===== src/rtl/cpc_pkg.sv =====
package cpc_pkg;
  localparam int DW = 32;
  localparam int AW = 3;

  // word addresses; mailbox i sits at ADR_MB_BASE + i
  localparam logic [AW-1:0] ADR_CTL  = 3'd0;
  localparam logic [AW-1:0] ADR_STAT = 3'd1;
  localparam logic [AW-1:0] ADR_VEC  = 3'd2;
  localparam int            ADR_MB_BASE = 3;

  // control word fields (lsb of per-core group)
  localparam int RST_LSB  = 0;
  localparam int SEL_LSB  = 8;
  localparam int SLPC_LSB = 16;

  // status word fields
  localparam int PEND_LSB = 0;
  localparam int GIN_LSB  = 8;
  localparam int SIN_LSB  = 16;

  // entry/mask word fields
  localparam int MMSK_LSB = 0;
  localparam int GMSK_LSB = 8;
  localparam int ENT_LSB  = 16;
  localparam int ENT_W    = 16;
endpackage


===== src/rtl/cpc_rst_sync.sv =====
module cpc_rst_sync (
  input  logic clk,
  input  logic rst_n,
  output logic srst_n
);
  logic stage_q;
  logic out_q;

  always_ff @(posedge clk or negedge rst_n) begin
    if (!rst_n) begin
      stage_q <= 1'b0;
      out_q   <= 1'b0;
    end else begin
      stage_q <= 1'b1;
      out_q   <= stage_q;
    end
  end

  assign srst_n = out_q;
endmodule


===== src/rtl/cpc_ctlregs.sv =====
module cpc_ctlregs
  import cpc_pkg::*;
#(
  parameter int N = 2
) (
  input  logic            clk,
  input  logic            srst_n,
  input  logic [N-1:0]    we,
  input  logic [N*AW-1:0] waddr,
  input  logic [N*DW-1:0] wdata,
  output logic [DW-1:0]   ctl_q,
  output logic [DW-1:0]   vec_q
);
  localparam logic [DW-1:0] LOW_N     = DW'((1 << N) - 1);
  localparam logic [DW-1:0] CTL_WMASK = (LOW_N << RST_LSB) | (LOW_N << SEL_LSB) | (LOW_N << SLPC_LSB);
  localparam logic [DW-1:0] VEC_WMASK = (DW'((1 << ENT_W) - 1) << ENT_LSB) | (LOW_N << MMSK_LSB) | (LOW_N << GMSK_LSB);
  // every core except core 0 starts held in reset
  localparam logic [DW-1:0] CTL_RST   = (LOW_N & ~DW'(1)) << RST_LSB;

  logic [DW-1:0] ctl_d, vec_d;
  logic          ctl_en, vec_en;

  // next state: walk ports from highest to lowest so port 0 wins
  always_comb begin
    ctl_d  = ctl_q;
    vec_d  = vec_q;
    ctl_en = 1'b0;
    vec_en = 1'b0;
    for (int p = N - 1; p >= 0; p--) begin
      if (we[p] && (waddr[p*AW +: AW] == ADR_CTL)) begin
        ctl_d  = wdata[p*DW +: DW] & CTL_WMASK;
        ctl_en = 1'b1;
      end
      if (we[p] && (waddr[p*AW +: AW] == ADR_VEC)) begin
        vec_d  = wdata[p*DW +: DW] & VEC_WMASK;
        vec_en = 1'b1;
      end
    end
  end

  always_ff @(posedge clk or negedge srst_n) begin
    if (!srst_n) begin
      ctl_q <= CTL_RST;
      vec_q <= '0;
    end else begin
      if (ctl_en) ctl_q <= ctl_d;
      if (vec_en) vec_q <= vec_d;
    end
  end
endmodule


===== src/rtl/cpc_mailbox.sv =====
module cpc_mailbox
  import cpc_pkg::*;
#(
  parameter int N = 2
) (
  input  logic            clk,
  input  logic            srst_n,
  input  logic [N-1:0]    we,
  input  logic [N*AW-1:0] waddr,
  input  logic [N*DW-1:0] wdata,
  output logic [N*DW-1:0] mb_flat,
  output logic [N-1:0]    pend
);
  for (genvar i = 0; i < N; i++) begin : g_box
    localparam logic [AW-1:0] MY_ADR = AW'(ADR_MB_BASE + i);

    logic [DW-1:0] mb_q, mb_d;
    logic          mb_en;
    logic          pend_q, pend_d;
    logic          set_ev, clr_ev;

    always_comb begin
      mb_d   = mb_q;
      mb_en  = 1'b0;
      set_ev = 1'b0;
      clr_ev = 1'b0;
      for (int p = N - 1; p >= 0; p--) begin
        if (we[p] && (waddr[p*AW +: AW] == MY_ADR)) begin
          mb_d  = wdata[p*DW +: DW];
          mb_en = 1'b1;
          if (wdata[p*DW +: DW] != '0) set_ev = 1'b1;
        end
        if (we[p] && (waddr[p*AW +: AW] == ADR_STAT) && !wdata[p*DW + PEND_LSB + i])
          clr_ev = 1'b1;
      end
      // a set in the same cycle as a clear takes precedence
      pend_d = set_ev | (pend_q & ~clr_ev);
    end

    always_ff @(posedge clk or negedge srst_n) begin
      if (!srst_n) begin
        mb_q   <= '0;
        pend_q <= 1'b0;
      end else begin
        if (mb_en) mb_q <= mb_d;
        if (set_ev || clr_ev) pend_q <= pend_d;
      end
    end

    assign mb_flat[i*DW +: DW] = mb_q;
    assign pend[i]             = pend_q;
  end
endmodule


===== src/rtl/cpc_vecgen.sv =====
module cpc_vecgen
  import cpc_pkg::*;
#(
  parameter int            N       = 2,
  parameter logic [DW-1:0] DEF_VEC = 32'hBFC0_0000
) (
  input  logic [N-1:0]     sel,
  input  logic [ENT_W-1:0] entry,
  output logic [N*DW-1:0]  start_addr
);
  for (genvar i = 0; i < N; i++) begin : g_vec
    assign start_addr[i*DW +: DW] = sel[i] ? {entry, {(DW - ENT_W){1'b0}}} : DEF_VEC;
  end
endmodule


===== src/rtl/core_pair_ctl.sv =====
module core_pair_ctl
  import cpc_pkg::*;
#(
  parameter int            N_CORE  = 2,
  parameter logic [DW-1:0] DEF_VEC = 32'hBFC0_0000
) (
  input  logic                 clk,
  input  logic                 rst_n,
  input  logic [N_CORE-1:0]    bus_we,
  input  logic [N_CORE*AW-1:0] bus_waddr,
  input  logic [N_CORE*DW-1:0] bus_wdata,
  input  logic [N_CORE*AW-1:0] bus_raddr,
  output logic [N_CORE*DW-1:0] bus_rdata,
  input  logic [N_CORE-1:0]    gen_irq_in,
  input  logic [N_CORE-1:0]    sleep_in,
  output logic [N_CORE-1:0]    mbox_irq,
  output logic [N_CORE-1:0]    gen_irq,
  output logic [N_CORE-1:0]    core_rst,
  output logic [N_CORE-1:0]    sleep_req,
  output logic [N_CORE*DW-1:0] start_addr
);
  logic                 srst_n;
  logic [DW-1:0]        ctl_q, vec_q, stat_w;
  logic [N_CORE*DW-1:0] mb_flat;
  logic [N_CORE-1:0]    pend;

  cpc_rst_sync u_rst (.clk(clk), .rst_n(rst_n), .srst_n(srst_n));

  cpc_ctlregs #(.N(N_CORE)) u_regs (
    .clk(clk), .srst_n(srst_n), .we(bus_we), .waddr(bus_waddr),
    .wdata(bus_wdata), .ctl_q(ctl_q), .vec_q(vec_q)
  );

  cpc_mailbox #(.N(N_CORE)) u_mbox (
    .clk(clk), .srst_n(srst_n), .we(bus_we), .waddr(bus_waddr),
    .wdata(bus_wdata), .mb_flat(mb_flat), .pend(pend)
  );

  cpc_vecgen #(.N(N_CORE), .DEF_VEC(DEF_VEC)) u_vec (
    .sel(ctl_q[SEL_LSB +: N_CORE]), .entry(vec_q[ENT_LSB +: ENT_W]),
    .start_addr(start_addr)
  );

  always_comb begin
    stat_w                     = '0;
    stat_w[PEND_LSB +: N_CORE] = pend;
    stat_w[GIN_LSB  +: N_CORE] = gen_irq_in;
    stat_w[SIN_LSB  +: N_CORE] = sleep_in;
  end

  for (genvar p = 0; p < N_CORE; p++) begin : g_rd
    logic [AW-1:0] ra;
    logic [DW-1:0] rd_w;
    assign ra = bus_raddr[p*AW +: AW];
    always_comb begin
      case (ra)
        ADR_CTL:  rd_w = ctl_q;
        ADR_STAT: rd_w = stat_w;
        ADR_VEC:  rd_w = vec_q;
        default:  rd_w = '0;
      endcase
      for (int i = 0; i < N_CORE; i++)
        if (ra == AW'(ADR_MB_BASE + i)) rd_w = mb_flat[i*DW +: DW];
    end
    assign bus_rdata[p*DW +: DW] = rd_w;
  end

  assign mbox_irq  = pend & vec_q[MMSK_LSB +: N_CORE];
  assign gen_irq   = gen_irq_in & vec_q[GMSK_LSB +: N_CORE];
  assign core_rst  = ctl_q[RST_LSB +: N_CORE];
  assign sleep_req = ctl_q[SLPC_LSB +: N_CORE];
endmodule


===== config.mk =====
export PLATFORM = sky130hd
export DESIGN_NAME = core_pair_ctl
export DESIGN_NICKNAME = d
export VERILOG_FILES = /design/src/rtl/cpc_pkg.sv /design/src/rtl/cpc_rst_sync.sv /design/src/rtl/cpc_ctlregs.sv /design/src/rtl/cpc_mailbox.sv /design/src/rtl/cpc_vecgen.sv /design/src/rtl/core_pair_ctl.sv
export SDC_FILE = /design/constraint.sdc
export NUM_CORES = 1
export LEC_CHECK = 0
export CORE_MARGIN = 4
export CORE_UTILIZATION = 50
export CTS_CLUSTER_SIZE = 14
export DETAILED_ROUTE_END_ITERATION = 8
export PLACE_DENSITY = 0.87
export SLEW_MARGIN = 0
export SYNTH_ARGS = -nofsm -noshare
export SYNTH_HDL_FRONTEND = slang
export SYNTH_SLANG_ARGS = --single-unit

===== constraint.sdc =====
create_clock -name clk -period 5.9 [get_ports clk]
set_input_delay 0.59 -clock clk [delete_from_list [all_inputs] [get_ports clk]]
set_output_delay 0.59 -clock clk [all_outputs]
set_load 0.01 [all_outputs]

==> results.md <==
- The number of antenna violations at the first check in global routing is 0.
- Averaged over all synthesized cells, the footprint is about 9.2 um^2.
- In this design, the stage delay of the slowest critical-path cell is approximately 1.0 ns.
- CTS saw 94 sinks.
- The total power per unit cell area is between 200 and 300 mW/mm^2.
- The DRC violations left is 0.
- Detailed placement finished with a half-perimeter wire length of roughly 14 mm.
- The non-filler instance count after layout is between 1000 and 1500.
- The layout overhead on the synthesized area is 31.4%.
- TritonCTS built the clock tree.
- Row generation in the floorplan step produced 41 rows.
- 0 antenna diodes ended up in the layout.
- Dividing the detail-routed wire length by the instance count gives roughly 20 um.
- Of the synthesized area, sequential elements account for approximately 37%.
- The initial core utilization is 50.9%.
- The fraction of registers with async set/reset is 100%.
- The layout has 1010 filler cells.
- The number of global-route vias before repair is 5773.
- Clock skew on the completed layout was measured at ~0.0041 ns.
- By instance count, the cell type seen most on the critical path is clkdlybuf4s50_1.
- For this design, the slowest cell found on the critical path is and2_1.
- The cell count after placement is roughly 1000.
- The worst hold slack is approximately 0.33 ns.
- The run finished with clean final reports.
- In this run the remaining antenna-violating nets after routing total 0.
- The first global-routing pass estimated between 30 and 40 mm of wire.
- The via count is 5868.
- The uppermost layer routed is met4.
- Setup violations remaining at the end of the flow were counted as 0.
- The via-per-instance ratio is about 5.7.
- The total length of routed met2 wires is roughly 10 mm.
- Once the clock tree was built, the setup fixing pass inserted 0 buffers.
- The total routing usage reported by global routing is a little over a quarter.
- In this run, synthesis produced a sequential element count of between 90 and 100.
- Derived from the worst setup path, the maximum achievable clock frequency is 241 MHz.
- The port buffer count is about 190.
- The total core area is around 0.013 mm^2.
- Max-cap violations in this run came to 0.
- The later pin in the worst-skew pair is clocked with a latency of 0.34 ns.
- Post-CTS repair changed the size of 0 cells.
- The path class of the tightest hold or removal check is flop to asynchronous set/reset pin.
- The die outline height is 121 um.
- The largest net degree at the start of global routing is 66.
- Setup repair after global routing left no endpoint under its margin.
- The class of the most critical setup path is primary input to output pin.
- The critical path goes through clkdlybuf4s50_1 -> nor2_2 -> and2_1 -> nand2_1 -> o21ai_0 -> clkdlybuf4s50_1.
- After routing, the total negative slack on setup checks comes to 0 ns.
- The detailed router put a total of 7.84 mm of wire on met1.
- The final core area utilization is 66.9%.
- The maximum root-to-sink buffer count is 2.
- The number of I/O pins is 220.
- VDD sags by at most 0.140 mV.
- The max-slew violation count is 0.
- Among all flip-flop cells after synthesis, the most frequent one is dfrtp_1.
- Of all cell types, the one taking the most synthesized area is dfrtp_1.
- For the pin with the worst max-slew slack, the measured transition is 1.28 ns.
- The number of enable-type register cells in the synthesized netlist is 0.
- In the final design database the tool counted around 930 nets.
- The period utilization is 70.4%.
- By count the netlist is led by mux2i_1 (118), dfrtp_1 (93), nand2_1 (88), o21ai_0 (69), buf_4 (50).
- The worst setup path is launched from a primary input.
- The die outline width is approximately 120 um.
- The minimum period implied by the final worst setup slack is 4.15 ns.
- The root buffer cell chosen for the clock tree is clkbuf_16.
- For the worst setup path, the data arrival time is between 3 and 4 ns.
- The required time reported for the critical path endpoint is ~5.3 ns.
- The cell area after synthesis is 0.00643 mm^2.
- The number of instances in the synthesized netlist is between 600 and 700.
- Global routing finished with a remaining overflow of 0.
- The area of the die is ~0.015 mm^2.
- Of all nets on the critical path, the largest fanout is 26.
- Cells with a size suffix above 1 make up under 10% of the layout.
- The endpoint type of the worst setup path is an output pin.
- The most common cell in the netlist is mux2i_1.
- The distinct cell type count of the synthesized netlist is 40.
- The final weighted congestion in routability-driven placement is approximately 0.87.
- The met3 routed wirelength is roughly 1.7 mm.
- The number of iterations in the first detailed-routing pass is 5.
- The number of H-tree levels is 3.
- The clock-pin slew of the registers on the worst-case setup and hold paths is 0.06 ns.
- The detailed router's first-iteration violation count is roughly 460.
- The Yosys step of the flow raised 0 warnings.
- The CTS buffer count is 9.
- For this design the static power due to leakage is between 3 and 4 nW.
- The worst slew margin relative to its limit is 14.4%.
- In the post-synthesis netlist, the biggest area contributors are dfrtp_1 (36%), mux2i_1 (18%), buf_4 (5.8%), o21ai_0 (5.4%), nand2_1 (5.1%).
- The final hold violation count was 0.
- For this block, the routed nets add up to around 20 mm of wire.
- The quantity of hold-fixing buffers added after cts is 0.
- The fraction of post-synthesis cell area in the top cell type by area is a little over a third.
-- power breakdown --
part	internal [W]	switching [W]	total (W)
combinational	0.000419	0.000321	0.000740
clock	0.000367	0.000241	0.000608
sequential	0.000786	0.000164	0.000950
-- layout by cell type, fill, tap and decap left out, types with 3 or more instances in the layout --
master | synthesis | layout
o21ai_0 | 69 | 69
nand2_1 | 88 | 88
clkbuf_16 | 0 | 9
inv_1 | 14 | 14
clkinv_2 | 0 | 3
dfrtp_1 | 93 | 92
a21oi_1 | 32 | 32
and2_1 | 20 | 20
o21ai_1 | 20 | 20
nand2b_1 | 20 | 20
nor4_1 | 16 | 16
mux4_2 | 12 | 12
nand4_1 | 4 | 4
conb_1 | 2 | 33
buf_4 | 50 | 9
nor2_1 | 35 | 35
nand3_1 | 13 | 13
mux2i_1 | 118 | 118
clkdlybuf4s50_1 | 0 | 187
o21ai_2 | 11 | 11
a22o_1 | 24 | 24
-- state kept, by name, summed over array words and instances, names as in the netlist --
signal	count
u_regs.vec_q	20
u_rst.srst_n	1
u_mbox.g_box.mb_q	64
u_regs.ctl_q	6
u_rst.stage_q	1
u_mbox.g_box.pend_q	2
-- area by class of cell --
cell class | count | area [um^2] | share of cell area, %
multi-input cells | 533 | 3580 | 42.4
flip-flops and latches | 94 | 2360 | 27.9
repair buffers | 196 | 1940 | 23.0
clock buffers | 10 | 229 | 2.71
well taps | 172 | 215 | 2.55
clock inverters | 5 | 75.1 | 0.889
inverters | 14 | 52.6 | 0.622
-- path summary, 6_finish.rpt --
| kind | from | endpoint | slack, ns | cells past startpoint |
|---|---|---|---|---|
| min reg2reg | u_rst.srst_n | u_regs.vec_q[25] | 0.33 | 0 |
| min in group clk | u_rst.stage_q | u_rst.srst_n | 0.35 | 0 |
| max | bus_raddr[1] | bus_rdata[23] | 1.75 | 6 |
| min | u_rst.srst_n | u_regs.vec_q[25] | 0.33 | 0 |
| max reg2reg | u_rst.srst_n | u_mbox.g_box[0].pend_q | 4.51 | 1 |
| max in group asynchronous | u_rst.srst_n | u_mbox.g_box[0].pend_q | 4.51 | 1 |
-- critical path: cells and delay by family --
kind | cells | cell delay [ns]
AO/OA/AOI/OAI | 1 | 0.17
buffers and inverters | 2 | 1.26
AND/OR/NAND/NOR | 3 | 1.54
-- through the flow --
step / total power, W / worst slack [ns] / instance area (um^2)
after floorplan: 0.00132 / 3.09 / 6540
after global placement: 0.00167 / 1.88 / 8140
after detailed placement: 0.00169 / 1.80 / 8140
after CTS: 0.00230 / 1.78 / 8450
after global routing: 0.00242 / 1.60 / 8450
final: 0.00230 / 1.75 / 8450
-- per-layer routing --
layer / vias to the layer above / track usage [%]
met3: 45 / 5.31
met1: 2822 / 34.5
met4: 0 / 11.0
li1: 2700 / -
met2: 301 / 44.5
met5: - / 0
-- kinds of logic after synthesis --
kind of cell,synth area share (%)
DFF,36.6
AOI/OAI and AO/OA,14.7
other,0.117
buffers and inverters,9.74
and+or+nand+nor,16.2
muxes,22.6
Note: power is estimated with default switching activity, not from simulation.
